`config.mk`:
```
export PLATFORM = sky130hd
export DESIGN_NAME = branch_predictor
export DESIGN_NICKNAME = d
export VERILOG_FILES = /design/src/rtl/bp_pkg.sv /design/src/rtl/bp_index.sv /design/src/rtl/bp_entry.sv /design/src/rtl/bp_miss_counter.sv /design/src/rtl/branch_predictor.sv
export SDC_FILE = /design/constraint.sdc
export NUM_CORES = 1
export LEC_CHECK = 0
export BUFFER_PORTS_ARGS = -buffer_cell sky130_fd_sc_hd__buf_2
export CAP_MARGIN = 20
export CELL_PAD_IN_SITES_DETAIL_PLACEMENT = 1
export CELL_PAD_IN_SITES_GLOBAL_PLACEMENT = 1
export CORE_UTILIZATION = 40
export DETAILED_ROUTE_END_ITERATION = 7
export GPL_ROUTABILITY_DRIVEN = 0
export PLACE_DENSITY_LB_ADDON = 0.25
export SYNTH_ARGS = -nofsm -noshare
export SYNTH_HDL_FRONTEND = slang
export SYNTH_SLANG_ARGS = --single-unit
```
`constraint.sdc`:
```
create_clock -name clk -period 6.3 [get_ports clk]
set_input_delay 1.575 -clock clk [delete_from_list [all_inputs] [get_ports clk]]
set_output_delay 1.575 -clock clk [all_outputs]
set_load 0.05 [all_outputs]
```
`src/rtl/bp_pkg.sv`:
```
package bp_pkg;

  typedef enum logic {
    SCH_MAJ3 = 1'b0,
    SCH_SAT2 = 1'b1
  } scheme_e;

  localparam int HIST_LEN = 3;
  localparam logic [1:0] SAT_INIT = 2'b01;
  localparam logic [1:0] SAT_TOP  = 2'b11;
  localparam logic [1:0] SAT_BOT  = 2'b00;

  function automatic logic maj_vote(logic [HIST_LEN-1:0] h);
    int n;
    n = 0;
    for (int k = 0; k < HIST_LEN; k++) n += int'(h[k]);
    return (2 * n) > HIST_LEN;
  endfunction

  function automatic logic [1:0] sat_step(logic [1:0] s, logic t);
    if (t) return (s == SAT_TOP) ? s : s + 2'd1;
    else   return (s == SAT_BOT) ? s : s - 2'd1;
  endfunction

endpackage

```
`src/rtl/bp_index.sv`:
```
module bp_index #(
  parameter int PC_W  = 32,
  parameter int IDX_W = 6
) (
  input  logic [PC_W-1:0]  pc,
  output logic [IDX_W-1:0] idx
);
  logic unused_pc_bits;
  assign unused_pc_bits = ^{pc[PC_W-1:IDX_W+2], pc[1:0]};
  assign idx = pc[IDX_W+1:2];
endmodule

```
`src/rtl/bp_entry.sv`:
```
module bp_entry
  import bp_pkg::*;
#(
  parameter scheme_e SCHEME = SCH_MAJ3
) (
  input  logic clk,
  input  logic rst_n,
  input  logic wr_en,
  input  logic wr_taken,
  output logic pred
);
  generate
    if (SCHEME == SCH_MAJ3) begin : g_maj
      logic [HIST_LEN-1:0] hist_q;

      always_ff @(posedge clk or negedge rst_n) begin
        if (!rst_n)     hist_q <= '0;
        else if (wr_en) hist_q <= {hist_q[HIST_LEN-2:0], wr_taken};
      end

      assign pred = maj_vote(hist_q);

      AST_HIST_SHIFT: assert property (@(posedge clk) disable iff (!rst_n)
        wr_en |=> hist_q == {$past(hist_q[HIST_LEN-2:0]), $past(wr_taken)});
      AST_HIST_HOLD: assert property (@(posedge clk) disable iff (!rst_n)
        !wr_en |=> $stable(hist_q));
    end else begin : g_sat
      logic [1:0] st_q;

      always_ff @(posedge clk or negedge rst_n) begin
        if (!rst_n)     st_q <= SAT_INIT;
        else if (wr_en) st_q <= sat_step(st_q, wr_taken);
      end

      assign pred = st_q[1];

      AST_SAT_RISE: assert property (@(posedge clk) disable iff (!rst_n)
        (wr_en && wr_taken && st_q != SAT_TOP) |=> st_q == 2'($past(st_q) + 2'd1));
      AST_SAT_FALL: assert property (@(posedge clk) disable iff (!rst_n)
        (wr_en && !wr_taken && st_q != SAT_BOT) |=> st_q == 2'($past(st_q) - 2'd1));
      AST_SAT_HOLD: assert property (@(posedge clk) disable iff (!rst_n)
        !wr_en |=> $stable(st_q));
    end
  endgenerate
endmodule

```
`src/rtl/bp_miss_counter.sv`:
```
module bp_miss_counter #(
  parameter int W = 16
) (
  input  logic         clk,
  input  logic         rst_n,
  input  logic         bump,
  output logic [W-1:0] cnt
);
  localparam logic [W-1:0] CNT_MAX = '1;

  always_ff @(posedge clk or negedge rst_n) begin
    if (!rst_n)                      cnt <= '0;
    else if (bump && cnt != CNT_MAX) cnt <= cnt + W'(1);
  end

  AST_MISS_STEP: assert property (@(posedge clk) disable iff (!rst_n)
    (bump && cnt != CNT_MAX) |=> cnt == W'($past(cnt) + W'(1)));
  AST_MISS_HOLD: assert property (@(posedge clk) disable iff (!rst_n)
    (!bump || cnt == CNT_MAX) |=> $stable(cnt));
endmodule

```
`src/rtl/branch_predictor.sv`:
```
module branch_predictor
  import bp_pkg::*;
#(
  parameter int      PC_W   = 32,
  parameter int      IDX_W  = 6,
  parameter int      MISS_W = 16,
  parameter scheme_e SCHEME = SCH_MAJ3
) (
  input  logic              clk,
  input  logic              rst_n,
  input  logic [PC_W-1:0]   lk_pc,
  output logic              lk_taken,
  input  logic              upd_valid,
  output logic              upd_ready,
  input  logic [PC_W-1:0]   upd_pc,
  input  logic              upd_taken,
  output logic [MISS_W-1:0] miss_count
);
  localparam int N_ENT = 1 << IDX_W;

  logic             ready_q;
  logic             accept;
  logic [IDX_W-1:0] lk_idx;
  logic [IDX_W-1:0] upd_idx;
  logic [N_ENT-1:0] pred_vec;
  logic [N_ENT-1:0] wr_vec;
  logic             upd_pred;

  always_ff @(posedge clk or negedge rst_n) begin
    if (!rst_n) ready_q <= 1'b0;
    else        ready_q <= 1'b1;
  end

  assign upd_ready = ready_q;
  assign accept    = upd_valid & ready_q;

  bp_index #(.PC_W(PC_W), .IDX_W(IDX_W)) u_lk_idx (
    .pc (lk_pc),
    .idx(lk_idx)
  );

  bp_index #(.PC_W(PC_W), .IDX_W(IDX_W)) u_upd_idx (
    .pc (upd_pc),
    .idx(upd_idx)
  );

  for (genvar i = 0; i < N_ENT; i++) begin : g_ent
    assign wr_vec[i] = accept & (upd_idx == IDX_W'(i));
    bp_entry #(.SCHEME(SCHEME)) u_ent (
      .clk     (clk),
      .rst_n   (rst_n),
      .wr_en   (wr_vec[i]),
      .wr_taken(upd_taken),
      .pred    (pred_vec[i])
    );
  end

  assign lk_taken = pred_vec[lk_idx];
  assign upd_pred = pred_vec[upd_idx];

  bp_miss_counter #(.W(MISS_W)) u_miss (
    .clk  (clk),
    .rst_n(rst_n),
    .bump (accept & (upd_pred != upd_taken)),
    .cnt  (miss_count)
  );

  AST_READY_STICKY: assert property (@(posedge clk) disable iff (!rst_n)
    upd_ready |=> upd_ready);
  AST_ONE_WRITE: assert property (@(posedge clk) disable iff (!rst_n)
    $onehot0(wr_vec));
  AST_NO_WRITE_IDLE: assert property (@(posedge clk) disable iff (!rst_n)
    !(upd_valid && upd_ready) |-> wr_vec == '0);
endmodule

```
-- Word-level counts from Yosys, hierarchy flattened
Cells that the tools add are included.
Widths: inputs -> output; s select.
- add/sub/neg operators: 129
- $lt $le $gt $ge: 66
- equality and inequality tests: 65
- multiplexer cells: 4
- bitwise gates (word level): 66
- reduce and logical (&&, ||, !) cells: 2
- operators by type and width (kind ; number):
    $gt 32x3->1 const B ; 64
    $add 31x2->31 ; 64
    $eq 6x6->1 const B ; 32
    $add 1x1->2 ; 64
    $eq 6x5->1 const B ; 16
    $and 1x1->1 ; 66
    $eq 6x4->1 const B ; 8
    $eq 6x3->1 const B ; 4
    $add 16x1->16 const B ; 1
    $ne 16x16->1 const B ; 1
    $lt 6x7->1 const B ; 2
    $bmux 1 s6 ; 2
    $eq 6x2->1 const B ; 2
    $eq 6x1->1 const B ; 1
    $logic_not 6->1 ; 1
    $mux 1 ; 2
    $logic_and 1x1->1 ; 1
    $ne 1x1->1 ; 1
- register bits after elaboration: 209
- output and inout bits: 18
- logic and storage cells: 398

-- Depth between registers and ports, before layout
Gate-level depths: netlist of the first run.
- depth after elaboration: 8
- mapped depth: 11
- gate-level depth less buffers: 8

-- Hierarchy
Synthesis of the first run repeated with hierarchy kept, for this count alone.
- cells, all modules: 783
- area, all modules: 10775.3 µm²
- modules (own cells, without submodules) (module ; instances ; cells each ; area an instance (µm²) ; sequential area each (µm²)):
    bp_entry ; 64 ; 8 ; 128.9 ; 75.1
    branch_predictor ; 1 ; 187 ; 1577.8 ; 25.0
    bp_miss_counter ; 1 ; 72 ; 859.6 ; 400.4
    bp_index ; 2 ; 6 ; 45.0 ; 0.0

-- Worst setup path before layout of the first run
No wires, ideal clock.
- path kind: in2out
- start: input port lk_pc[2]
- end: output port lk_taken
- arrival time: 4051 ps
- data required time: 4725 ps
- path slack: 674 ps
- stages: 6
- path buffers: 2
- cells stage by stage: clkbuf_1 > buf_2 > mux4_2 > mux4_2 > mux4_2 > inv_1
- word-level cells in the longest chain between the ends: 2
- RTL lines (what ; line ; text):
    start, declared ; branch_predictor.sv:11 ; input logic [PC_W-1:0] lk_pc,
    $bmux 1 s6 ; branch_predictor.sv:58 ; assign lk_taken = pred_vec[lk_idx];
    $mux 1 (not written as such) ; branch_predictor.sv:58 ;
    end, declared ; branch_predictor.sv:12 ; output logic lk_taken,
No other way between the ends. The select of a mux whose other input is x is not followed.

-- Worst setup path in the final report of the first run
Ends and elaborated chain as after synthesis.

==> reports/metrics.csv, run 1 <==
stage,metric,value,unit
cts,cts_hold_buffers,0,
worst_hold_path,timing.hold.worst.class,reg2reg,
floorplan,floorplan.core_area,0.0261,mm^2
yosys,postSynthNetCount,1016,
timing,finalSetupViolations,0,
yosys,synth.lib_cells_used.distinct,46,
critical_path,timing.critical_path.arrival,3.99,ns
yosys,synth_xor_xnor_area_share,0.0124,
critical_path,worst-path-max-fanout,16,
yosys,syn-cell-area,0.0106,mm^2
power_and_ir_drop,total_leakage_power,5.86,nW
detailed_routing,vias_per_cell,5.56,
layout,most_used_cells_in_the_layout_excluding_fill_and_tap_cells,"sky130_fd_sc_hd__dfrtp_1 (209), sky130_fd_sc_hd__mux2_2 (149), sky130_fd_sc_hd__nand2_1 (100), sky130_fd_sc_hd__a21oi_1 (68), sky130_fd_sc_hd__ha_1 (65)",
detailed_routing,via_count,7072,
timing,fmax,180,MHz
timing,relSlewSlack,0.385,
power_and_ir_drop,power_density,272,mW/mm^2
timing,min_period_over_period,0.883,
critical_path,cp-start-kind,input pin,
layout,insertedDiodeCount,0,
global_route,number_of_antenna_violations_at_the_first_check_in_global_routing,1,
placement,dpl.cell_count,1226,
layout,final_layout_size_suffix_gt1_frac,0.279,
placement,dp_hpwl,17.5,mm
detailed_routing,drt_wl_total,25.2,mm
yosys,yosysWarnings,0,
critical_path,cp.required,4.72,ns
timing,finalWorstPathRequiredPeriod,5.56,ns
cts,ctsResizeCount,0,
floorplan,floorplan.initialDensity,0.407,
floorplan,design.die.area,0.0272,mm^2
global_route,first_global_vias,7410,
detailed_routing,drtIter0Drc,368,
cts,tritoncts,built,
cts,clock_tree.buffer_depth,3,
global_route,pin_count_of_the_biggest_net_entering_global_routing,116,
global_route,grt_overflow,0,
cts,cts-htree-levels,1,
critical_path,timing.reg2reg.setup_slack,2.95,ns
critical_path,timing.reg2reg.worst_path_depth,9,
yosys,synthesis.instances,883,
layout,nets,1051,
cts,cts.repair_timing.setup_buffer_count,0,
yosys,post_synth_and_or_nand_nor_area_fraction,0.0914,
placement,count_of_port_buffers_added_during_placement,33,
cts,cts-buffers-inserted,25,
detailed_routing,routed_wire_length_per_instance,19.8,um
global_route,global_route.usage.total,0.196,
floorplan,std_cell_rows,59,
worst_hold_path,hold_depth,1,
yosys,synth_top_family_by_area,multiplexers,
timing,tightest_pin_transition,0.923,ns
yosys,synth_compound_gate_area_share,0.0811,
timing,final-max-slew-violation-count,0,
flow_run,maxCapViolCount,0,
critical_path,setup.worst_path.class,in2out,
cts,clkTransAtPathRegs,0.06,ns
timing,final-hold-violation-count,0,
global_route,first_pass_grt_wire_length,41.3,mm
detailed_routing,drtAntennaViolNets,0,
yosys,synth-seq-cells,209,
yosys,avgSynthCellArea,12.0,um^2
layout,layout_commonest_cell,sky130_fd_sc_hd__dfrtp_1,
run_status,outcome,"complete, no violations",
floorplan,ioPinCount,86,
cts,ctsRootBufferMaster,sky130_fd_sc_hd__clkbuf_16,
critical_path,timing.critical_path.to_type,output pin,
layout,areaGrowthSynthToFinish,13.2,%
yosys,synth_mux_area_frac,0.229,
timing,fin_skew,0.0146,ns
layout,nFillCells,2738,
layout,instances_no_fill,1272,
cts,clock_insertion_delay_worst_skew,0.53,ns
cts,clock-sinks,209,
timing,grt_setup_unrepaired,no,
layout,layout.cell_area.non_filler,0.0120,mm^2
detailed_routing,drtPass1Iterations,4,
layout,ff_latch_area,0.00523,mm^2
floorplan,floorplan.die.height,165,um
power_and_ir_drop,irDropWorstVdd,0.215,mV
detailed_routing,detail_route.drc_violations,0,
timing,setup-tns-final,0,ns
placement,placed_area,0.0111,mm^2
yosys,yosysSeqAreaShare,0.493,
floorplan,die_x,165,um
yosys,synth_fa_ha_area_frac,0.0767,
layout,multi_input_comb_area,0.00520,mm^2
## where the power goes
group	leakage (nW)	switching, mW	total (mW)	internal [mW]
clock network	0.443	0.572	1.54	0.967
logic	2.53	0.189	0.278	0.0891
registers	2.89	0.0510	1.45	1.40
total	5.86	0.812	3.27	2.45
## area by class of cell
class / count / area share
Inverter: 4 / 0.00125
Tap cell: 335 / 0.0349
Clock buffer: 39 / 0.0648
Sequential cell: 209 / 0.436
Clock inverter: 7 / 0.00949
Timing Repair Buffer: 40 / 0.0200
Multi-Input combinational cell: 638 / 0.434
## cells in the mapped netlist (all sizes together)
library cell / count / share of area
dfrtp: 209 / 0.49
mux2: 150 / 0.16
nand2: 100 / 0.035
a21oi: 68 / 0.032
ha: 65 / 0.077
o21ai: 47 / 0.022
nor2: 41 / 0.015
clkbuf: 25 / 0.0088
mux4: 23 / 0.049
mux2i: 22 / 0.021
nor3: 15 / 0.0071
nand4: 13 / 0.0077
xor2: 11 / 0.0091
a22oi: 10 / 0.0071
nand3: 10 / 0.0047
a211oi: 9 / 0.0068
nand2b: 9 / 0.0053
buf: 7 / 0.0057
and3: 5 / 0.0029
nor4: 5 / 0.0029
inv: 4 / 0.0014
nor2b: 4 / 0.0026
xnor2: 4 / 0.0033
o221ai: 3 / 0.0025
a2111oi: 2 / 0.0034
a311oi: 2 / 0.0017
and2: 2 / 0.0012
nor3b: 2 / 0.0014
o211ai: 2 / 0.0014
o22ai: 2 / 0.0012
or3: 2 / 0.0012
or4: 2 / 0.0014
a31o: 1 / 0.00083
a31oi: 1 / 0.0012
and2b: 1 / 0.00071
and4: 1 / 0.00083
conb: 1 / 0.00035
nand3b: 1 / 0.00071
o21bai: 1 / 0.00071
or2: 1 / 0.00059
## per-stage QoR
stage / hold WS, ns / util / setup slack (ns) / power, mW
6_report: 0.497 / 0.461 / 0.738 / 3.27
5_1_grt: 0.513 / 0.461 / 0.627 / 3.40
4_1_cts: 0.505 / 0.461 / 0.702 / 3.32
3_5_place_dp: 0.488 / 0.426 / 0.697 / 1.75
3_3_place_gp: 0.473 / 0.426 / 0.708 / 1.74
2_1_floorplan: 0.474 / - / 0.674 / 1.65
## critical path: stages
cell and delay (ns):
sky130_fd_sc_hd__buf_2 0.44, sky130_fd_sc_hd__mux4_2 0.62, sky130_fd_sc_hd__mux4_2 0.48, sky130_fd_sc_hd__mux4_2 0.52, sky130_fd_sc_hd__inv_1 0.09, sky130_fd_sc_hd__buf_2 0.26
## state kept, by name, summed over array words and instances, names as in the netlist
name / flops
upd_ready: 1
u_miss.cnt: 16
g_ent.u_ent.g_maj.hist_q: 192
## layer usage
metal  vias to the layer above  track usage  wire length (um)
li1                       3301            -                 -
met1                      3608        0.280             11800
met2                       122        0.313             11800
met3                        39       0.0289              1030
met4                         2       0.0450               537
met5                         -            0                11
## logic make-up after synthesis
family	count (synthesis)
other cells	1
xor+xnor	15
simple gates	214
fa+ha+maj	65
mux	195
compound gates	148
buf+inv	36
flops	209
## final timing paths
check	startpoint	endpoint
hold reg to reg	u_miss.cnt[14]	u_miss.cnt[14]
hold / removal	u_miss.cnt[14]	u_miss.cnt[14]
min in group asynchronous	rst_n	g_ent[12].u_ent.g_maj.hist_q[0]
setup reg to reg	g_ent[24].u_ent.g_maj.hist_q[0]	u_miss.cnt[11]
max in group asynchronous	rst_n	g_ent[54].u_ent.g_maj.hist_q[1]
setup / recovery	lk_pc[2]	lk_taken
Note: power is estimated with default switching activity, not from simulation.
==> run 2, diff against run 1 <==
==> constraint.sdc (replaced) <==
create_clock -name clk -period 6.3 [get_ports clk]
set_input_delay 0.945 -clock clk [delete_from_list [all_inputs] [get_ports clk]]
set_output_delay 0.945 -clock clk [all_outputs]
set_load 0.05 [all_outputs]
==> reports/metrics.csv, run 2 (synthesis results as in run 1) <==
stage,metric,value,unit
global_route,grt_overflow,0,
cts,ctsRootBufferMaster,sky130_fd_sc_hd__clkbuf_16,
layout,layout_commonest_cell,sky130_fd_sc_hd__dfrtp_1,
layout,most_used_cells_in_the_layout_excluding_fill_and_tap_cells,"sky130_fd_sc_hd__dfrtp_1 (209), sky130_fd_sc_hd__mux2_2 (149), sky130_fd_sc_hd__nand2_1 (100), sky130_fd_sc_hd__a21oi_1 (68), sky130_fd_sc_hd__ha_1 (65)",
layout,final_layout_size_suffix_gt1_frac,0.276,
cts,cts-htree-levels,1,
power_and_ir_drop,irDropWorstVdd,0.259,mV
floorplan,floorplan.core_area,0.0261,mm^2
layout,areaGrowthSynthToFinish,12.2,%
timing,setup-tns-final,0,ns
detailed_routing,drtIter0Drc,237,
timing,grt_setup_unrepaired,no,
detailed_routing,drtPass1Iterations,4,
layout,insertedDiodeCount,0,
critical_path,timing.critical_path.arrival,3.37,ns
layout,largest_register_ff_count,192,
critical_path,cp-start-kind,input pin,
cts,ctsResizeCount,0,
global_route,number_of_antenna_violations_at_the_first_check_in_global_routing,1,
floorplan,floorplan.initialDensity,0.407,
floorplan,design.die.area,0.0272,mm^2
timing,finalSetupViolations,0,
timing,min_period_over_period,0.684,
worst_hold_path,timing.hold.worst.class,in2async,
cts,clock_insertion_delay_worst_skew,0.54,ns
cts,clock_tree.buffer_depth,3,
run_status,outcome,"complete, no violations",
cts,cts_hold_buffers,0,
flow_run,maxCapViolCount,0,
power_and_ir_drop,power_density,261,mW/mm^2
cts,clock-sinks,209,
detailed_routing,drtAntennaViolNets,0,
timing,fin_skew,0.0159,ns
floorplan,std_cell_rows,59,
placement,count_of_port_buffers_added_during_placement,33,
detailed_routing,detail_route.drc_violations,0,
placement,dp_hpwl,17.4,mm
timing,finalWorstPathRequiredPeriod,4.31,ns
layout,nFillCells,2808,
floorplan,floorplan.die.height,165,um
timing,relSlewSlack,0.230,
layout,largest-register,g_ent.u_ent.g_maj.hist_q,
detailed_routing,routed_wire_length_per_instance,19.6,um
timing,fmax,232,MHz
power_and_ir_drop,total_leakage_power,5.80,nW
detailed_routing,vias_per_cell,5.57,
detailed_routing,drt_wl_total,24.9,mm
global_route,first_global_vias,7577,
detailed_routing,via_count,7067,
critical_path,worst-path-max-fanout,16,
floorplan,die_x,165,um
cts,cts.repair_timing.setup_buffer_count,0,
critical_path,cp.required,5.35,ns
global_route,pin_count_of_the_biggest_net_entering_global_routing,113,
cts,cts-buffers-inserted,25,
power_and_ir_drop,design_power_total,3.10,mW
cts,clkTransAtPathRegs,0.06,ns
layout,nets,1051,
floorplan,ioPinCount,86,
timing,final-hold-violation-count,0,
global_route,first_pass_grt_wire_length,41.5,mm
global_route,global_route.usage.total,0.196,
critical_path,timing.critical_path.to_type,output pin,
cts,tritoncts,built,
timing,final-max-slew-violation-count,0,
critical_path,setup.worst_path.class,in2out,
timing,tightest_pin_transition,1.15,ns
-- run 2: changes by cell type in the layout (fill, tap and decap cells not counted), sizes merged --
cell and change:
clkbuf -4, bufinv -3, clkinvlp +2, clkinv +1, inv +1
-- run 2: layer usage --
metal / wire [um] / global-route usage / part of all wire
met1: 11800 / 0.274 / 0.48
met2: 11700 / 0.318 / 0.47
met3: 688 / 0.0259 / 0.028
met4: 684 / 0.0559 / 0.027
met5: 11 / 0 / 0.00044
-- run 2: worst max-delay path, cell delays in order --
cell and delay, ns:
sky130_fd_sc_hd__buf_2 0.47, sky130_fd_sc_hd__mux4_2 0.63, sky130_fd_sc_hd__mux4_2 0.48, sky130_fd_sc_hd__mux4_2 0.51, sky130_fd_sc_hd__inv_1 0.07, sky130_fd_sc_hd__buf_2 0.25
-- run 2: final timing paths --
check | startpoint | to | slack [ns] | cells past startpoint
hold reg to reg | u_miss.cnt[3] | u_miss.cnt[3] | 0.49 | 1
setup reg to reg | g_ent[19].u_ent.g_maj.hist_q[0] | u_miss.cnt[11] | 2.93 | 9
hold / removal | rst_n | g_ent[12].u_ent.g_maj.hist_q[0] | 0.44 | 1
max in group asynchronous | rst_n | g_ent[22].u_ent.g_maj.hist_q[1] | 4.80 | 2
min in group clk | u_miss.cnt[3] | u_miss.cnt[3] | 0.49 | 1
setup / recovery | lk_pc[2] | lk_taken | 1.99 | 6
-- run 2: report_power, final --
part	internal [mW]	switching [mW]
Combinational	0.0885	0.189
Clock	0.802	0.575
Sequential	1.40	0.0505
Total	2.29	0.814
-- run 2: final cells by class --
class | instances | area [um^2] | share of cell area
Timing Repair Buffer | 40 | 240 | 0.0202
Sequential cell | 209 | 5230 | 0.440
Tap cell | 335 | 419 | 0.0352
Inverter | 4 | 15.0 | 0.00126
Clock buffer | 35 | 723 | 0.0608
Clock inverter | 8 | 63.8 | 0.00536
Multi-Input combinational cell | 638 | 5200 | 0.438
-- run 2: through the flow --
| step | instance area, um^2 | hold slack [ns] | utilization | std cells | setup slack, ns |
|---|---|---|---|---|---|
| after CTS | 11900 | 0.486 | 0.457 | 1269 | 1.95 |
| final | 11900 | 0.444 | 0.457 | 1269 | 1.99 |
| after floorplan | 10600 | 0.474 | - | 883 | 1.93 |
| after global placement | 11100 | 0.472 | 0.426 | 1226 | 1.94 |
| after global routing | 11900 | 0.506 | 0.457 | 1269 | 1.83 |
| after detailed placement | 11100 | 0.479 | 0.426 | 1226 | 1.94 |
==> run 3, diff against run 2 <==
clock period = 3.95 ns   (was 6.3 ns; I/O delays follow)
==> reports/metrics.csv, run 3 (synthesis results as in run 1) <==
stage,metric,value,unit
floorplan,design.die.area,0.0272,mm^2
detailed_routing,routed_wire_length_per_instance,20.0,um
detailed_routing,via_count,7115,
floorplan,floorplan.initialDensity,0.407,
power_and_ir_drop,power_density,425,mW/mm^2
cts,clock-sinks,209,
cts,ctsResizeCount,0,
run_status,outcome,"complete, no violations",
detailed_routing,detail_route.drc_violations,0,
layout,layout_commonest_cell,sky130_fd_sc_hd__dfrtp_1,
power_and_ir_drop,design_power_total,5.10,mW
cts,cts-htree-levels,1,
floorplan,ioPinCount,86,
cts,clkTransAtPathRegs,0.06,ns
cts,cts-buffers-inserted,24,
flow_run,maxCapViolCount,0,
cts,clock_tree.buffer_depth,3,
power_and_ir_drop,irDropWorstVdd,0.389,mV
critical_path,timing.critical_path.arrival,3.15,ns
critical_path,timing.critical_path.buf_inv,2,
worst_hold_path,timing.hold.worst.class,in2async,
global_route,number_of_antenna_violations_at_the_first_check_in_global_routing,0,
layout,areaGrowthSynthToFinish,13.2,%
placement,dpl.cell_count,1233,
layout,instances_no_fill,1276,
placement,count_of_port_buffers_added_during_placement,33,
critical_path,crit_path_max_delay_cell_type,sky130_fd_sc_hd__mux4_2,
critical_path,cpPeakStageDelay,0.52,ns
layout,largest-register,g_ent.u_ent.g_maj.hist_q,
critical_path,setup.worst_path.class,reg2out,
global_route,pin_count_of_the_biggest_net_entering_global_routing,82,
detailed_routing,drt_wl_total,25.5,mm
detailed_routing,drtPass1Iterations,4,
timing,finalWorstPathRequiredPeriod,3.74,ns
timing,fin_skew,0.0186,ns
layout,most_used_cells_in_the_layout_excluding_fill_and_tap_cells,"sky130_fd_sc_hd__dfrtp_1 (209), sky130_fd_sc_hd__mux2_2 (149), sky130_fd_sc_hd__nand2_1 (100), sky130_fd_sc_hd__a21oi_1 (68), sky130_fd_sc_hd__ha_1 (65)",
cts,tritoncts,built,
critical_path,cp.required,3.36,ns
cts,cts_hold_buffers,0,
timing,grt_setup_unrepaired,no,
critical_path,crit_top_cell,sky130_fd_sc_hd__mux4_2,
timing,tightest_pin_transition,0.767,ns
layout,nFillCells,2761,
global_route,global_route.usage.total,0.201,
timing,finalSetupViolations,0,
layout,nets,1057,
floorplan,std_cell_rows,59,
cts,clock_insertion_delay_worst_skew,0.53,ns
cts,ctsRootBufferMaster,sky130_fd_sc_hd__clkbuf_16,
timing,final-max-slew-violation-count,0,
layout,final_layout_size_suffix_gt1_frac,0.281,
floorplan,floorplan.core_area,0.0261,mm^2
global_route,first_pass_grt_wire_length,42.3,mm
critical_path,ordered_list_of_cells_on_the_worst_path,ha_1 > a21oi_1 > mux4_2 > mux4_2 > mux4_2 > inv_1 > buf_2,
timing,min_period_over_period,0.948,
layout,insertedDiodeCount,0,
timing,relSlewSlack,0.485,
floorplan,die_x,165,um
cts,cts.repair_timing.setup_buffer_count,0,
global_route,first_global_vias,7627,
timing,final-hold-violation-count,0,
power_and_ir_drop,total_leakage_power,5.86,nW
critical_path,timing.critical_path.to_type,output pin,
floorplan,floorplan.die.height,165,um
timing,setup-tns-final,0,ns
placement,dp_hpwl,17.7,mm
critical_path,cp-start-kind,flip-flop,
critical_path,worst-path-max-fanout,3,
detailed_routing,drtAntennaViolNets,0,
layout,largest_register_ff_count,192,
detailed_routing,vias_per_cell,5.58,
detailed_routing,drtIter0Drc,282,
critical_path,critical-path-top-delay-family,multiplexers,
global_route,grt_overflow,0,
timing,fmax,267,MHz
-- run 3: changes by cell type in the layout (fill, tap and decap cells not counted), sizes merged --
cell | previous run | this run
clkinvlp | 2 | 1
inv | 6 | 4
buf | 40 | 47
bufinv | 0 | 3
-- run 3: layout make-up --
class	instances	area, um^2	area share
clock inverters	8	118	0.00980
well taps	335	419	0.0349
flip-flops and latches	209	5230	0.436
inverters	4	15.0	0.00125
clock buffers	35	713	0.0594
repair buffers	47	305	0.0254
multi-input cells	638	5200	0.434
-- run 3: where the power goes --
part	total, mW	leakage (nW)	switching [mW]	internal (mW)
sequential	2.31	2.89	0.0798	2.23
combinational	0.455	2.57	0.308	0.147
clock	2.34	0.408	0.899	1.44
-- run 3: worst paths after layout --
check	startpoint	to	slack [ns]	cells past startpoint
hold / removal	rst_n	g_ent[3].u_ent.g_maj.hist_q[2]	0.002	1
hold reg to reg	u_miss.cnt[3]	u_miss.cnt[3]	0.49	1
setup / recovery	g_ent[15].u_ent.g_maj.hist_q[0]	lk_taken	0.21	7
setup reg to reg	g_ent[19].u_ent.g_maj.hist_q[0]	u_miss.cnt[1]	0.85	9
max in group asynchronous	rst_n	g_ent[43].u_ent.g_maj.hist_q[2]	2.98	2
min in group clk	u_miss.cnt[3]	u_miss.cnt[3]	0.49	1
-- run 3: through the flow --
| stage | instance area (um^2) | util | setup slack, ns | hold slack, ns |
|---|---|---|---|---|
| 2_1_floorplan | 10600 | - | 0.289 | 0.297 |
| 3_3_place_gp | 11200 | 0.429 | 0.572 | 0.477 |
| 3_5_place_dp | 11200 | 0.429 | 0.538 | 0.490 |
| 4_1_cts | 12000 | 0.461 | 0.167 | 0.0276 |
| 5_1_grt | 12000 | 0.461 | 0.0739 | 0.0297 |
| 6_report | 12000 | 0.461 | 0.206 | 0.00155 |
-- run 3: layer usage --
metal | vias up | GRT usage | routed length [um]
li1 | 3313 | - | -
met4 | 0 | 0.0434 | 368
met1 | 3651 | 0.281 | 11700
met5 | - | 0 | 0
met2 | 122 | 0.328 | 12200
met3 | 29 | 0.0291 | 1270
